[src/rtl/zv_pkg.sv]
`timescale 1ns/1ps
package zv_pkg;
  localparam int unsigned WAY_W = 4;

  typedef enum logic [1:0] {ST_IDLE, ST_EVAL, ST_DONE} vote_st_e;

  function automatic int unsigned grp_ways(logic [63:0] v, int unsigned g);
    int unsigned w;
    w = int'(v[g*WAY_W +: WAY_W]);
    return w;
  endfunction

  function automatic int unsigned grp_base(logic [63:0] v, int unsigned g);
    int unsigned s;
    s = 0;
    for (int unsigned i = 0; i < g; i++) s += grp_ways(v, i);
    return s;
  endfunction
endpackage

[src/rtl/zv_group.sv]
`timescale 1ns/1ps
module zv_group #(
  parameter int unsigned WAYS  = 3,
  parameter int unsigned CNT_W = 3
) (
  input  logic             clk_i,
  input  logic             rst_ni,
  input  logic             clr_i,
  input  logic             en_i,
  input  logic [WAYS-1:0]  rep_i,
  input  logic [WAYS-1:0]  vld_i,
  output logic [CNT_W-1:0] zcnt_o,
  output logic             all_o
);
  logic [WAYS-1:0] seen_q, zero_q, seen_d, zero_d, new_w;

  always_comb begin
    new_w  = en_i ? (vld_i & ~seen_q) : '0;
    seen_d = seen_q | new_w;
    zero_d = zero_q | (new_w & ~rep_i);
  end

  always_ff @(posedge clk_i or negedge rst_ni) begin
    if (!rst_ni) begin
      seen_q <= '0;
      zero_q <= '0;
    end else if (clr_i) begin
      seen_q <= '0;
      zero_q <= '0;
    end else begin
      seen_q <= seen_d;
      zero_q <= zero_d;
    end
  end

  // counts include this cycle's arrivals so commit lands on the arrival edge
  assign zcnt_o = CNT_W'($countones(zero_d));
  assign all_o  = &seen_d;
endmodule

[src/rtl/zv_commit.sv]
`timescale 1ns/1ps
module zv_commit #(
  parameter int unsigned K     = 2,
  parameter int unsigned CNT_W = 3
) (
  input  logic             clk_i,
  input  logic             rst_ni,
  input  logic             start_i,
  input  logic [CNT_W-1:0] zsum_i,
  input  logic             all_i,
  output logic             en_o,
  output logic             result_o,
  output logic             done_o,
  output logic             early_o
);
  import zv_pkg::*;

  vote_st_e st_q;
  logic     res_q, early_q;
  logic     hit_w;

  assign hit_w = zsum_i >= CNT_W'(K);
  assign en_o  = (st_q == ST_EVAL) && !start_i;

  always_ff @(posedge clk_i or negedge rst_ni) begin
    if (!rst_ni) begin
      st_q    <= ST_IDLE;
      res_q   <= 1'b1;
      early_q <= 1'b0;
    end else if (start_i) begin
      st_q    <= ST_EVAL;
      res_q   <= 1'b1;
      early_q <= 1'b0;
    end else if (st_q == ST_EVAL) begin
      if (hit_w) begin
        st_q    <= ST_DONE;
        res_q   <= 1'b0;
        early_q <= 1'b1;
      end else if (all_i) begin
        st_q    <= ST_DONE;
        res_q   <= 1'b1;
        early_q <= 1'b0;
      end
    end
  end

  assign result_o = res_q;
  assign done_o   = (st_q == ST_DONE);
  assign early_o  = early_q;
endmodule

[src/rtl/zfast_voter.sv]
`timescale 1ns/1ps
module zfast_voter #(
  parameter int unsigned                          NUM_GRP  = 2,
  parameter logic [NUM_GRP*zv_pkg::WAY_W-1:0]     GRP_WAYS = {4'd1, 4'd3},
  parameter int unsigned                          K_ZERO   = 2,
  parameter int unsigned                          N_REP    = zv_pkg::grp_base(64'(GRP_WAYS), NUM_GRP)
) (
  input  logic             clk_i,
  input  logic             rst_ni,
  input  logic             start_i,
  input  logic [N_REP-1:0] rep_i,
  input  logic [N_REP-1:0] rep_vld_i,
  output logic             result_o,
  output logic             done_o,
  output logic             early_o
);
  localparam int unsigned CNT_W = $clog2(N_REP + 1);
  localparam logic [63:0] WAYS_V = 64'(GRP_WAYS);

  if (K_ZERO < 1 || K_ZERO > N_REP) begin : g_bad_k
    $error("zfast_voter: K_ZERO out of range");
  end
  if (N_REP != zv_pkg::grp_base(WAYS_V, NUM_GRP)) begin : g_bad_n
    $error("zfast_voter: N_REP does not match grouping");
  end

  logic [CNT_W-1:0]   gz   [NUM_GRP];
  logic [NUM_GRP-1:0] gall;
  logic [CNT_W-1:0]   zsum;
  logic               en;

  for (genvar g = 0; g < NUM_GRP; g++) begin : g_grp
    localparam int unsigned W = zv_pkg::grp_ways(WAYS_V, g);
    localparam int unsigned B = zv_pkg::grp_base(WAYS_V, g);
    zv_group #(.WAYS(W), .CNT_W(CNT_W)) u_grp (
      .clk_i  (clk_i),
      .rst_ni (rst_ni),
      .clr_i  (start_i),
      .en_i   (en),
      .rep_i  (rep_i[B +: W]),
      .vld_i  (rep_vld_i[B +: W]),
      .zcnt_o (gz[g]),
      .all_o  (gall[g])
    );
  end

  always_comb begin
    zsum = '0;
    for (int unsigned g = 0; g < NUM_GRP; g++) zsum = zsum + gz[g];
  end

  zv_commit #(.K(K_ZERO), .CNT_W(CNT_W)) u_commit (
    .clk_i    (clk_i),
    .rst_ni   (rst_ni),
    .start_i  (start_i),
    .zsum_i   (zsum),
    .all_i    (&gall),
    .en_o     (en),
    .result_o (result_o),
    .done_o   (done_o),
    .early_o  (early_o)
  );
endmodule

[config.mk]
export PLATFORM = sky130hd
export DESIGN_NAME = zfast_voter
export DESIGN_NICKNAME = d
export VERILOG_FILES = /design/src/rtl/zv_pkg.sv /design/src/rtl/zv_group.sv /design/src/rtl/zv_commit.sv /design/src/rtl/zfast_voter.sv
export SDC_FILE = /design/constraint.sdc
export NUM_CORES = 1
export LEC_CHECK = 0
export ABC_AREA = 1
export BUFFER_PORTS_ARGS = -buffer_cell sky130_fd_sc_hd__buf_2
export CAP_MARGIN = 20
export CORE_MARGIN = 4
export CORE_UTILIZATION = 47
export DETAILED_ROUTE_END_ITERATION = 8
export HOLD_SLACK_MARGIN = 0.03
export PLACE_DENSITY = 0.72
export SYNTH_ARGS = -nofsm -noshare
export SYNTH_HDL_FRONTEND = slang
export SYNTH_HIERARCHICAL = 1
export SYNTH_SLANG_ARGS = --single-unit
export TNS_END_PERCENT = 1
[constraint.sdc]
create_clock -name clk_i -period 2.36 [get_ports clk_i]
set_input_delay 0.354 -clock clk_i [delete_from_list [all_inputs] [get_ports clk_i]]
set_output_delay 0.354 -clock clk_i [all_outputs]
set_load 0.1 [all_outputs]
==> run_results.csv <==
group,metric,value,unit
clock_network,cts_made_buffers,3,
sta,fmax,0.403,GHz
sta,slew_viol_final,0,
placed_design,place_hpwl,1.06,mm
floorplan,pin_count,14,
yosys,yosysTopAreaCell,"dfrtp_1",
finish,seqCellArea,302,µm²
yosys,synth_compound_area_share,5.36,%
clock_network,clk_path_buf_depth,2,
power_and_ir_drop,p_per_area,659,mW/mm²
outcome,outcome,"complete, but fails checks",
yosys,synth_simple_gate_area_share,30.6,%
global_route,grt_usage,13.8,%
finish,multi_input_area,367,µm²
setup_path,critical_path_arrival,2.64,ns
floorplan,core_area,0.00137,mm²
routing,wl_met3,62,µm
finish,drive_above_1_share,41.9,%
setup_path,critPathMaxStageDelay,0.54,ns
sta,fin_worst_skew,0.00797,ns
yosys,syn_avg_cell_area,7.30,µm²
setup_path,critPathRequiredTime,2.52,ns
finish,layoutNonFillerInstCount,139,
floorplan,start_util,52.9,%
sta,tns,-0.468,ns
placed_design,port_buffers,13,
yosys,synthTopCellsByArea,"dfrtp_1, nand2_1, inv_1",
sta,hold_slack,0.349,ns
finish,final_area,935,µm²
floorplan,die_h,47.2,µm
setup_path,crit_buf_inv,2,
yosys,synth.distinct_cells,16,
power_and_ir_drop,leakage,0.538,nW
finish,layout_common_cells,"nand2_1, inv_1, nand2_2, buf_2, dfrtp_1",
routing,first_iter_violations,27,
sta,fin_crit,2.48,ns
yosys,synth_xor_area_share,0,%
yosys,syn_area,723,µm²
finish,final_nets,139,
setup_path,cp_common_cell,"nand2_2",
setup_path,cpMaxStageDelayCell,"fa_2",
setup_path,worst_setup_path_start_kind,"flop",
outcome,violations,"negative setup slack",
routing,routed.top_layer,"met3",
clock_network,clkLatencyLatePin,0.27,ns
yosys,synth_top_family_by_area,"simple AND/OR/NAND/NOR gates",
setup_path,cp_top_family,"adder cells",
setup_path,path_cells,"inv_2 -> nand2_4 -> nor2_4 -> nand2_2 -> inv_2 -> nand2_2 -> nand2_2 -> fa_1 -> ha_2 -> fa_2 -> nor2_2 -> nand2_2 -> nand2_2 -> nand2_1 -> nand2_1",
power_and_ir_drop,power.total,616,µW
yosys,synth_warnings,6,
finish,nFillCells,114,
setup_path,path_max_fanout,4,
yosys,synthMuxAreaShare,0,%
sta,setup_ws,-0.123,ns
finish,area_growth,29.2,%
global_route,grt_pass1_vias,548,
routing,wl_met1,703,µm
finish,n_antenna_cell,0,
min_path,hp-class,"input pin to flop",
floorplan,rows,13,
routing,antenna_left,0,
routing,drc_errors,0,
sta,finalCritPeriodShare,105,%
placed_design,dpl_cell_area,856,µm²
global_route,antenna_found_initial,0,
run,drv_cap,0,
global_route,grt_overflow_total,0,
yosys,ys_ff_latch,12,
clock_network,clk_pin_slew,0.07,ns
placed_design,place_congestion,0.755,
setup_path,path_class,"flop to flop",
yosys,syn_inst,99,
global_route,grt_first_pass_wirelength,2.16,mm
clock_network,cts_tree,"built",
floorplan,die_w,47.2,µm
routing,num_vias,619,
finish,final_common_cell,"nand2_1",
clock_network,clockRootBuffer,"clkbuf_4",
routing,drt_pass1_iterations,4,
yosys,synthAdderAreaFrac,7.27,%
clock_network,cts_sinks,12,
routing,wl,1.39,mm
placed_design,dp_cells,132,
routing,via_per_inst,4.45,
floorplan,dieArea,0.00223,mm²
sta,setup_viol,4,
yosys,synth-seq-area-share,41.7,%
sta,rsz0062_at_grt,"yes",
global_route,grt_start_max_net_pins,13,
power_and_ir_drop,peakVddDrop,468,µV
setup_path,end_kind,"flop",
routing,routedWlPerCell,10.0,µm
clock_network,htree_levels,1,
routing,route.met2.wl,625,µm
yosys,synth_top_area_share,38.1,%
sta,finalHoldViolCount,0,
[layout make-up]
cell class / count / area share (%)
Inverter: 19 / 7.63
Clock buffer: 4 / 2.81
Multi-Input combinational cell: 65 / 39.2
Sequential cell: 12 / 32.3
Timing Repair Buffer: 24 / 16.1
Tap cell: 15 / 2.01
[path summary, 6_finish.rpt]
check | start | endpoint | slack [ns] | cells past startpoint
min reg2reg | u_commit/result_o$_DFFE_PN1P_ | u_commit/result_o$_DFFE_PN1P_ | 0.47 | 2
max | u_commit/st_q[1]$_DFFE_PN0P_ | u_commit/early_o$_DFFE_PN0P_ | -0.12 | 15
min in group asynchronous | rst_ni | u_commit/st_q[0]$_DFFE_PN0P_ | 0.48 | 2
max reg2reg | u_commit/st_q[1]$_DFFE_PN0P_ | u_commit/early_o$_DFFE_PN0P_ | -0.12 | 15
max in group asynchronous | rst_ni | u_commit/result_o$_DFFE_PN1P_ | 1.60 | 2
min | rep_i[3] | g_grp[1].u_grp/zero_q$_DFF_PN0_ | 0.35 | 4
[flip-flops by register name, indices dropped and copies added (netlist names)]
register	cells
g_grp.u_grp/seen_q	4
g_grp.u_grp/zero_q	4
u_commit/early_o	1
u_commit/result_o	1
u_commit/st_q	2
[synth_stat cells, drive strengths merged]
library cell	number
buf	4
dfstp	1
nand3	3
nor2	11
conb	2
fa	2
inv	19
ha	1
nand2	37
a21oi	7
dfrtp	11
nand4	1
[cell families (layout without fill, tap and decap cells)]
| family | Yosys count | count (layout) |
|---|---|---|
| buffers and inverters | 23 | 47 |
| adders and majority gates | 3 | 3 |
| DFF | 12 | 12 |
| and+or+nand+nor | 52 | 52 |
| AOI/OAI and AO/OA | 7 | 7 |
| other | 2 | 3 |
[through the flow]
stage,setup WS (ns),util [%]
3_3_place_gp,-0.216,62.6
6_report,-0.123,68.4
5_1_grt,-0.274,68.4
2_1_floorplan,-0.0953,-
4_1_cts,-0.149,67.1
3_5_place_dp,-0.226,62.6
[tightest hold or removal path, stage by stage]
cell and delay, ns:
buf_2 0.09, nor2_2 0.03, nand2_2 0.06, a21oi_2 0.04
[what timing repair did]
action                                  in CTS  in global routing
hold buffers                                 1                  0
hold endpoints to repair                    11                  0
setup buffers                                1                  1
resized for setup                            5                  6
pin swaps                                    2                  2
endpoints found under the setup margin       4                  4
[report_power, final]
part / leakage, nW / switching (mW) / internal, mW
Clock: 0.0150 / 0.0688 / 0.0654
Sequential: 0.157 / 0.0123 / 0.231
Combinational: 0.366 / 0.163 / 0.0758
Total: 0.538 / 0.244 / 0.372
[per-layer routing]
layer  vias to the layer above  global-route usage, %
li1                        338                      -
met1                       264                   18.8
met4                         0                   4.97
met5                         -                      0
met3                         0                   2.30
met2                        17                   21.9
No activity file was read; power rests on OpenSTA's default activity.
